$ cat config.mk
export PLATFORM = sky130hd
export DESIGN_NAME = adc_seq_ctrl
export DESIGN_NICKNAME = d
export VERILOG_FILES = /design/src/rtl/adc_seq_pkg.sv /design/src/rtl/adc_cclk_div.sv /design/src/rtl/adc_len_decode.sv /design/src/rtl/adc_result_bank.sv /design/src/rtl/adc_seq_ctrl.sv
export SDC_FILE = /design/constraint.sdc
export NUM_CORES = 1
export LEC_CHECK = 0
export ABC_AREA = 1
export CAP_MARGIN = 30
export CORE_ASPECT_RATIO = 1.1
export CORE_MARGIN = 4
export CORE_UTILIZATION = 52
export CTS_BUF_LIST = sky130_fd_sc_hd__clkbuf_16
export DETAILED_ROUTE_END_ITERATION = 6
export GPL_ROUTABILITY_DRIVEN = 1
export PLACE_DENSITY = 0.85
export SLEW_MARGIN = 20
export SYNTH_ARGS = -nofsm -noshare
export SYNTH_HDL_FRONTEND = slang
export SYNTH_SLANG_ARGS = --single-unit
$ cat constraint.sdc
create_clock -name clk_i -period 4.3 [get_ports clk_i]
set_input_delay 0.43 -clock clk_i [delete_from_list [all_inputs] [get_ports clk_i]]
set_output_delay 0.43 -clock clk_i [all_outputs]
set_load 0.03 [all_outputs]
$ cat src/rtl/adc_seq_pkg.sv
package adc_seq_pkg;

   typedef enum logic [1:0] {
      ST_IDLE   = 2'd0,
      ST_ISSUE  = 2'd1,
      ST_WAIT   = 2'd2,
      ST_FROZEN = 2'd3
   } seq_state_e;

   // Freeze codes
   localparam logic [1:0] FRZ_RUN  = 2'b00;
   localparam logic [1:0] FRZ_RSVD = 2'b01;
   localparam logic [1:0] FRZ_SOFT = 2'b10;
   localparam logic [1:0] FRZ_HARD = 2'b11;

endpackage

$ cat src/rtl/adc_cclk_div.sv
module adc_cclk_div #(
   parameter int PRS_W   = 5,
   parameter bit REG_OUT = 1'b1
) (
   input  logic             clk_i,
   input  logic             rst_ni,
   input  logic [PRS_W-1:0] prs_i,
   output logic             cclk_en_o
);

   localparam int CNT_W = PRS_W + 1;

   if (PRS_W < 1) begin : g_bad_prs
      $error("adc_cclk_div: PRS_W must be at least 1");
   end

   logic [CNT_W-1:0] cnt_q;
   logic [CNT_W-1:0] term;
   logic             wrap;

   // half period of PRS+1 cycles -> full period 2*(PRS+1)
   assign term = {prs_i, 1'b1};
   assign wrap = (cnt_q >= term);

   always_ff @(posedge clk_i or negedge rst_ni) begin
      if (!rst_ni) begin
         cnt_q <= '0;
      end else if (wrap) begin
         cnt_q <= '0;
      end else begin
         cnt_q <= cnt_q + CNT_W'(1);
      end
   end

   if (REG_OUT) begin : g_reg_out
      logic en_q;
      always_ff @(posedge clk_i or negedge rst_ni) begin
         if (!rst_ni) en_q <= 1'b0;
         else         en_q <= wrap;
      end
      assign cclk_en_o = en_q;
   end else begin : g_comb_out
      assign cclk_en_o = wrap;
   end

   assert_cclk_single_R11: assert property (@(posedge clk_i) disable iff (!rst_ni)
      cclk_en_o |=> !cclk_en_o);

endmodule

$ cat src/rtl/adc_len_decode.sv
module adc_len_decode #(
   parameter int LEN_W = 4,
   parameter int CNT_W = 4
) (
   input  logic [LEN_W-1:0] code_i,
   output logic [CNT_W-1:0] count_o
);

   localparam int MAX_LEN = 2 ** (LEN_W - 1);

   if (LEN_W < 2) begin : g_bad_len
      $error("adc_len_decode: LEN_W must be at least 2");
   end
   if ((2 ** CNT_W) <= MAX_LEN) begin : g_bad_cnt
      $error("adc_len_decode: CNT_W too narrow for the longest run");
   end

   always_comb begin
      if (code_i[LEN_W-1] || (code_i == '0)) begin
         count_o = CNT_W'(MAX_LEN);
      end else begin
         count_o = CNT_W'(code_i[LEN_W-2:0]);
      end
      assert_len_range_R1: assert ((count_o >= CNT_W'(1)) && (count_o <= CNT_W'(MAX_LEN)))
         else $error("run length out of range");
   end

endmodule

$ cat src/rtl/adc_result_bank.sv
module adc_result_bank #(
   parameter int NUM_SLOTS = 8,
   parameter int RES_W     = 10,
   parameter int IDX_W     = 3
) (
   input  logic                       clk_i,
   input  logic                       rst_ni,
   input  logic                       wr_en_i,
   input  logic [IDX_W-1:0]           wr_idx_i,
   input  logic [RES_W-1:0]           wr_data_i,
   output logic [NUM_SLOTS*RES_W-1:0] results_o
);

   if (NUM_SLOTS < 2) begin : g_bad_slots
      $error("adc_result_bank: at least two slots required");
   end
   if ((2 ** IDX_W) < NUM_SLOTS) begin : g_bad_idx
      $error("adc_result_bank: IDX_W too narrow");
   end

   for (genvar s = 0; s < NUM_SLOTS; s++) begin : g_slot
      logic [RES_W-1:0] slot_q;
      always_ff @(posedge clk_i or negedge rst_ni) begin
         if (!rst_ni) begin
            slot_q <= '0;
         end else if (wr_en_i && (wr_idx_i == IDX_W'(s))) begin
            slot_q <= wr_data_i;
         end
      end
      assign results_o[s*RES_W +: RES_W] = slot_q;
   end

endmodule

$ cat src/rtl/adc_seq_ctrl.sv
module adc_seq_ctrl
   import adc_seq_pkg::*;
#(
   parameter int NUM_SLOTS = 8,
   parameter int RES_W     = 10,
   parameter int NARROW_W  = 8,
   parameter int LEN_W     = 4,
   parameter int PRS_W     = 5
) (
   input  logic                       clk_i,
   input  logic                       rst_ni,
   input  logic                       start_i,
   input  logic [LEN_W-1:0]           len_code_i,
   input  logic                       fifo_mode_i,
   input  logic [1:0]                 frz_mode_i,
   input  logic                       dbg_active_i,
   input  logic                       res8_i,
   input  logic [PRS_W-1:0]           prs_i,
   output logic                       cclk_en_o,
   output logic                       conv_start_o,
   input  logic                       conv_done_i,
   input  logic [RES_W-1:0]           conv_data_i,
   output logic [NUM_SLOTS*RES_W-1:0] results_o,
   output logic                       seq_done_o
);

   localparam int IDX_W = $clog2(NUM_SLOTS);
   localparam int CNT_W = $clog2(NUM_SLOTS + 1);
   localparam int PAD_W = RES_W - NARROW_W;

   if (NUM_SLOTS != (2 ** (LEN_W - 1))) begin : g_bad_geom
      $error("adc_seq_ctrl: NUM_SLOTS must equal the longest coded run");
   end
   if (PAD_W < 1) begin : g_bad_narrow
      $error("adc_seq_ctrl: NARROW_W must be below RES_W");
   end

   seq_state_e       state_q;
   logic [CNT_W-1:0] pos_q;
   logic [CNT_W-1:0] len_q;
   logic             fifo_q;
   logic [IDX_W-1:0] fifo_ptr_q;
   logic [CNT_W-1:0] len_dec;
   logic [CNT_W-1:0] pos_nxt;
   logic             last_conv;
   logic             halt_soft;
   logic             halt_hard;
   logic             wr_en;
   logic [IDX_W-1:0] wr_idx;
   logic [RES_W-1:0] wr_data;

   adc_cclk_div #(
      .PRS_W   (PRS_W),
      .REG_OUT (1'b1)
   ) i_cclk_div (
      .clk_i     (clk_i),
      .rst_ni    (rst_ni),
      .prs_i     (prs_i),
      .cclk_en_o (cclk_en_o)
   );

   adc_len_decode #(
      .LEN_W (LEN_W),
      .CNT_W (CNT_W)
   ) i_len_decode (
      .code_i  (len_code_i),
      .count_o (len_dec)
   );

   // codes 10 and 11 both stop between conversions; only 11 aborts
   assign halt_soft = dbg_active_i && frz_mode_i[1];
   assign halt_hard = dbg_active_i && (frz_mode_i == FRZ_HARD);

   assign pos_nxt   = pos_q + CNT_W'(1);
   assign last_conv = (pos_nxt == len_q);

   assign conv_start_o = (state_q == ST_ISSUE) && !halt_soft;
   assign wr_en        = (state_q == ST_WAIT) && conv_done_i && !start_i;
   assign wr_idx       = fifo_q ? fifo_ptr_q : pos_q[IDX_W-1:0];
   assign wr_data      = res8_i ? {{PAD_W{1'b0}}, conv_data_i[RES_W-1 -: NARROW_W]}
                                : conv_data_i;

   always_ff @(posedge clk_i or negedge rst_ni) begin
      if (!rst_ni) begin
         state_q    <= ST_IDLE;
         pos_q      <= '0;
         len_q      <= '0;
         fifo_q     <= 1'b0;
         fifo_ptr_q <= '0;
         seq_done_o <= 1'b0;
      end else begin
         seq_done_o <= 1'b0;
         if (start_i) begin
            state_q <= ST_ISSUE;
            pos_q   <= '0;
            len_q   <= len_dec;
            fifo_q  <= fifo_mode_i;
         end else begin
            unique case (state_q)
               ST_ISSUE: begin
                  state_q <= halt_soft ? ST_FROZEN : ST_WAIT;
               end
               ST_WAIT: begin
                  if (conv_done_i) begin
                     pos_q <= pos_nxt;
                     if (fifo_q) fifo_ptr_q <= fifo_ptr_q + IDX_W'(1);
                     if (last_conv) begin
                        state_q    <= ST_IDLE;
                        seq_done_o <= 1'b1;
                     end else begin
                        state_q <= halt_hard ? ST_FROZEN : ST_ISSUE;
                     end
                  end else if (halt_hard) begin
                     state_q <= ST_FROZEN;
                  end
               end
               ST_FROZEN: begin
                  if (!halt_soft) state_q <= ST_ISSUE;
               end
               default: state_q <= ST_IDLE;
            endcase
         end
      end
   end

   adc_result_bank #(
      .NUM_SLOTS (NUM_SLOTS),
      .RES_W     (RES_W),
      .IDX_W     (IDX_W)
   ) i_result_bank (
      .clk_i     (clk_i),
      .rst_ni    (rst_ni),
      .wr_en_i   (wr_en),
      .wr_idx_i  (wr_idx),
      .wr_data_i (wr_data),
      .results_o (results_o)
   );

   assert_done_follows_strobe_R4: assert property (@(posedge clk_i) disable iff (!rst_ni)
      seq_done_o |-> ($past(conv_done_i) && !$past(start_i)));

   assert_start_single_R13: assert property (@(posedge clk_i) disable iff (!rst_ni)
      (conv_start_o && !start_i) |=> !conv_start_o);

   assert_hard_freeze_quiet_R8: assert property (@(posedge clk_i) disable iff (!rst_ni)
      ($past(halt_hard && !start_i) && halt_hard) |-> !conv_start_o);

   assert_fifo_wrap_R3: assert property (@(posedge clk_i) disable iff (!rst_ni)
      (wr_en && fifo_q && (fifo_ptr_q == IDX_W'(NUM_SLOTS - 1))) |=> (fifo_ptr_q == '0));

endmodule

Word level (Yosys, flattened, before mapping)
Index checks and enable logic that the tools add are counted.
{"block": "totals", "register_bits": 102, "latchBits": 0, "mem_bits_rw": 0, "romBits": 0, "input_bits": 28, "output_inout_bits": 83, "elab_cells": 77, "n_memories": 0}
{"block": "op_classes", "addsub": 3, "multipliers": 0, "div_mod_pow": 0, "n_lt_le_gt_ge": 1, "eq_ne": 14, "shift": 0, "mux": 19, "bitwise_logic": 1, "n_reduce_logical": 23}
{"op": "$mux 4", "count": 4}
{"op": "$logic_and 1x1->1", "count": 13}
{"op": "$eq 3x3->1 const B", "count": 4}
{"op": "$mux 2", "count": 6}
{"op": "$mux 10", "count": 1}
{"op": "$add 6x1->6 const B", "count": 1}
{"op": "$eq 2x2->1 const B", "count": 3}
{"op": "$eq 3x2->1 const B", "count": 2}
{"op": "$ge 6x6->1", "count": 1}
{"op": "$mux 6", "count": 1}
{"op": "$pmux 2 s3", "count": 1}
{"op": "$mux 1", "count": 5}
{"op": "$add 4x1->4 const B", "count": 1}
{"op": "$eq 4x4->1", "count": 1}
{"op": "$logic_not 4->1", "count": 1}
{"op": "$ne 4x4->1 const B", "count": 1}
{"op": "$reduce_and 2->1", "count": 2}
{"op": "$reduce_and 4->1", "count": 1}
{"op": "$reduce_bool 2->1", "count": 2}
{"op": "$add 3x1->3 const B", "count": 1}
{"op": "$eq 3x1->1 const B", "count": 1}
{"op": "$logic_not 3->1", "count": 1}
{"op": "$mux 3", "count": 1}
{"op": "$ne 3x3->1 const B", "count": 1}
{"op": "other kinds (4)", "count": 5}

Depth between registers and ports, before layout
{"block": "depth", "ltp_word": 7, "mapped_depth": 9, "ltp_nobuf": 9}

By module
A second synthesis with hierarchy kept.
{"block": "unflattened", "hier_cells": 560, "hier_area_um2": 4621.9}
{"module": "adc_result_bank", "n_inst": 1, "cells_per_inst": 365, "area_each_um2": 3195.6, "seq_area_each_um2": 2001.9}
{"module": "adc_seq_ctrl", "n_inst": 1, "cells_per_inst": 133, "area_each_um2": 953.4, "seq_area_each_um2": 375.4}
{"module": "adc_cclk_div", "n_inst": 1, "cells_per_inst": 52, "area_each_um2": 430.4, "seq_area_each_um2": 175.2}
{"module": "adc_len_decode", "n_inst": 1, "cells_per_inst": 10, "area_each_um2": 42.5, "seq_area_each_um2": 0.0}

Worst setup path before layout
OpenSTA, ideal clock, no wires.
{"block": "synth_timing", "path_type": "input -> register", "start": "in res8_i", "end": "reg i_result_bank.g_slot[1].slot_q[0]", "setup_ps": 145, "arrival_time_ps": 1236, "required_ps": 4155, "setup_slack_ps": 2919, "path_stages": 3, "path_buffers": 1, "path_cell_list": "buf_2 -> mux2i_1 -> o21ai_0"}
{"block": "synth_via", "elab_chain_cells": 1}
{"element": "from (decl)", "line_no": "adc_seq_ctrl.sv:17", "source": "input logic res8_i,"}
{"element": "$mux 10", "line_no": "adc_seq_ctrl.sv:80", "source": "assign wr_data = res8_i ? {{PAD_W{1'b0}}, conv_data_i[RES_W-1 -: NARROW_W]}"}
{"element": "to (signal assigned)", "line_no": "adc_result_bank.sv:27", "source": "slot_q <= wr_data_i;"}
{"element": "to (decl)", "line_no": "adc_result_bank.sv:22", "source": "logic [RES_W-1:0] slot_q;"}
Every way passes these cells.
A chain may end at the register's enable or synchronous reset.

Worst setup path in the final report
{"block": "layout_timing", "start": "in dbg_active_i", "end": "out conv_start_o"}
{"block": "layout_via", "elab_chain_cells": 3}
{"element": "from (decl)", "line_no": "adc_seq_ctrl.sv:16", "source": "input logic dbg_active_i,"}
{"element": "$logic_and 1x1->1", "line_no": "adc_seq_ctrl.sv:71", "source": "assign halt_soft = dbg_active_i && frz_mode_i[1];"}
{"element": "$logic_not 1->1"}
{"element": "$logic_and 1x1->1", "line_no": "adc_seq_ctrl.sv:77", "source": "assign conv_start_o = (state_q == ST_ISSUE) && !halt_soft;"}
{"element": "to (decl)", "line_no": "adc_seq_ctrl.sv:20", "source": "output logic conv_start_o,"}
Every way passes these cells.

==> out/results.txt <==
The number of nets handed over by synthesis was 473. The run gives 24 as the number of distinct standard cells referenced by the synthesized netlist. The y dimension of the die was 102 µm. Across all layers, the routed design uses 3580 vias.

The root buffer cell was sky130_fd_sc_hd__clkbuf_16. The final critical path takes up 51.9% of the cycle. The number of setup buffers added after CTS is 0. The worst path meets setup with 2070 ps of slack.

The most frequent standard cell in the layout excluding fill and tap cells was sky130_fd_sc_hd__nand2_1. The average cell area after synthesis was 9.65 µm². After clock tree synthesis, the flow added hold-fix buffers numbering 0. The number of global-route vias before repair came out at 3598. 111 I/O pins were placed.

In this run the biggest area consumer among cell types represents 60.5% of the synthesized area. After clock tree synthesis, the clock-pin slew on the worst setup and hold paths is 80 ps. Number of nets in the layout: 582.

For the worst flop-to-flop path, the logic depth is 6. In the layout the commonest cells are sky130_fd_sc_hd__nand2_1 (120), sky130_fd_sc_hd__clkdlybuf4s50_1 (109), sky130_fd_sc_hd__dfrtp_1 (102), sky130_fd_sc_hd__o21ai_0 (52), sky130_fd_sc_hd__o21ai_1 (36). The count of buffers added on input and output ports is 110. Total of cells resized after clock tree synthesis: 0. The die covers 0.00962 mm². The count of inserted antenna diode cells was 0; the sequential fraction of the synthesis area was 60.5%.

Endpoint class of the critical path: a primary output. For this block, the routed nets add up to 11500 µm of wire. The post-route netlist has 6.35% of its cells at a drive strength greater than 1. The power per standard cell area is 462 mW/mm². For this run, the number of Yosys warnings is 0. The logs give 437 for the count of mapped cells out of synthesis and 0 for the initial antenna violation count.

Counting the buffers created by CTS gives 9. VDD sags by at most 0.291 mV. In this run the critical register-to-register path is launched from state_q[0]. The flow ran to the end, and the final reports show no timing, DRC or antenna violations. The endpoint identified for the worst register-to-register timing path is i_result_bank.g_slot[4].slot_q[3]. The logs give 448 MHz for the maximum frequency from static timing analysis and 1800 ps for the arrival time of data at the critical path endpoint. Cell type with the largest total area after synthesis: sky130_fd_sc_hd__dfrtp_1. The number of standard-cell rows in the floorplan is 34, and the measured slew at the worst slew-check pin is 926 ps. For the final hold violation count, the log shows 0.

The critical path is of the primary input to primary output type. The total count of max-transition violations in the final report came out at 0. The later pin in the worst-skew pair is clocked with a latency of 350 ps. The post-detailed-route count of antenna-violating nets is 0, and the number of vias per cell is 5.43. Overall power consumption after layout is estimated at 2.61 mW. The first TritonRoute pass finished after 4 iterations. In the final routed layout, each cell accounts on average for 17.4 µm.

The logs give 24.6% for the all-layer global routing usage and 8030 µm for the HPWL after detailed placement. For the tightest slew margin relative to the limit, the log shows 36.5%. The path class of the tightest hold or removal check is primary input to asynchronous set/reset pin. The worst setup path is launched from a primary input.

After filler insertion, the fill cell instance count of the layout stands at 570. Max-cap violations in this run came to 0. Synthesis inferred 102 register bits. The final critical path time including I/O delays and setup is 2230 ps, and the required time at the worst-slack endpoint is 3870 ps. The H-tree was split into 3 levels.

The worst-path maximum fanout was 2. From synthesis to final layout, the design area changed by 34.1%. At the placement stage, the worst setup path has a slack of 1800 ps. Summing all flip-flop and latch instances after layout gives 0.00255 mm². The die is 93.9 µm wide.

The summed negative setup slack over all endpoints is 0 ps, and the multi-input combinational cell area is 0.00141 mm². The analysis attributes to cell leakage a power of 2.60 nW. After global routing the overflow that remains totals 0.

The run gives 9.10 ps as the final worst clock skew. The final estimated routing congestion in global placement was 0.859. The setup violation total in the final timing report came out at 0. Setup repair after global routing left no endpoint under its margin. The area of the mapped netlist is 0.00422 mm². The run gives 0.00791 mm² as the area of the placeable core. TritonCTS built the clock tree.

Once the floorplan was initialized, standard cells occupied 53.3% of the core. CTS saw 102 sinks. In this run the register-to-register setup slack is 2390 ps. The run gives 70 as the largest net degree at the start of global routing. Yosys attributes the largest share of cell area to sky130_fd_sc_hd__dfrtp_1 (61%), sky130_fd_sc_hd__nand2_1 (11%), sky130_fd_sc_hd__o21ai_0 (6.2%), sky130_fd_sc_hd__o21ai_1 (4.3%), sky130_fd_sc_hd__inv_1 (2.8%). The first global-routing pass estimated 18100 µm of wire. In the routed design, unresolved DRC markers number 0. The buffer depth of the longest clock path was 2.

For the number of design-rule violations left by the first detailed-router iteration, the log shows 244.
==> Yosys cell counts (all sizes together) <==
cell    count
nand2     120
dfrtp     102
o21ai      94
inv        33
nor2       19
nand3      15
buf        13
ha          8
mux2i       8
a21oi       7
clkbuf      5
nand4       3
nor3        3
xor2        3
o2111a      1
o221ai      1
or2         1
xnor2       1
==> critical path, cell delays in order <==
cell and delay, ps:
sky130_fd_sc_hd__clkdlybuf4s50_1 430, sky130_fd_sc_hd__nand2_1 90, sky130_fd_sc_hd__nand2_1 70, sky130_fd_sc_hd__nor2_1 100, sky130_fd_sc_hd__clkdlybuf4s50_1 680
==> layout make-up <==
cell class,count,area share (%)
flip-flops and latches,102,45.1
multi-input cells,284,24.9
repair buffers,116,20.2
clock buffers,9,3.98
well taps,108,2.39
inverters,33,2.19
clock inverters,7,1.24
==> registers in the layout, indices dropped and copies added, names as in the netlist <==
register                     count
i_result_bank.g_slot.slot_q     80
i_cclk_div.cnt_q                 6
len_q                            4
pos_q                            4
fifo_ptr_q                       3
state_q                          2
fifo_q                           1
i_cclk_div.cclk_en_o             1
seq_done_o                       1
==> kinds of logic (layout without fill, tap and decap cells) <==
logic type	count (synthesis)	after routing	synth area share [%]
compound gates	103	103	13.0
xor+xnor	4	4	0.831
fa+ha+maj	8	8	2.37
buf+inv	51	165	6.05
flops	102	102	60.5
mux	8	8	1.90
simple gates	161	161	15.3
==> routing by layer <==
| layer | GRT usage [%] | up-vias | share of wire, % |
|---|---|---|---|
| met5 | 0 | - | 0 |
| met4 | 9.56 | 0 | 1.8 |
| met3 | 4.71 | 17 | 7.1 |
| met2 | 44.2 | 159 | 53 |
| met1 | 29.3 | 1755 | 38 |
| li1 | - | 1649 | - |
==> report_power, final <==
part	internal, mW	switching (mW)	total, mW
clock	0.405	0.379	0.785
sequential	1.08	0.0882	1.17
combinational	0.265	0.397	0.662
total	1.75	0.864	2.61
==> metrics by stage <==
stage	cell area, µm²	util [%]	hold slack [ps]	instances
final	5660	71.5	176	659
after global routing	5660	71.5	251	659
after CTS	5650	71.3	213	657
after detailed placement	5350	67.6	466	641
after global placement	5330	67.3	463	638
after floorplan	4220	-	134	437
==> worst max-delay path by stage <==
stage | from | endpoint | slack [ps] | depth (start not counted)
detailed placement | start_i | i_result_bank.g_slot[0].slot_q[6] | 1800 | 7
floorplan | frz_mode_i[1] | conv_start_o | 2920 | 3
finish | dbg_active_i | conv_start_o | 2070 | 5
global route | start_i | i_result_bank.g_slot[5].slot_q[4] | 1910 | 7
global placement | res8_i | i_result_bank.g_slot[5].slot_q[1] | 1810 | 3
CTS | dbg_active_i | conv_start_o | 2060 | 5
(Power assumes the default switching activity.)
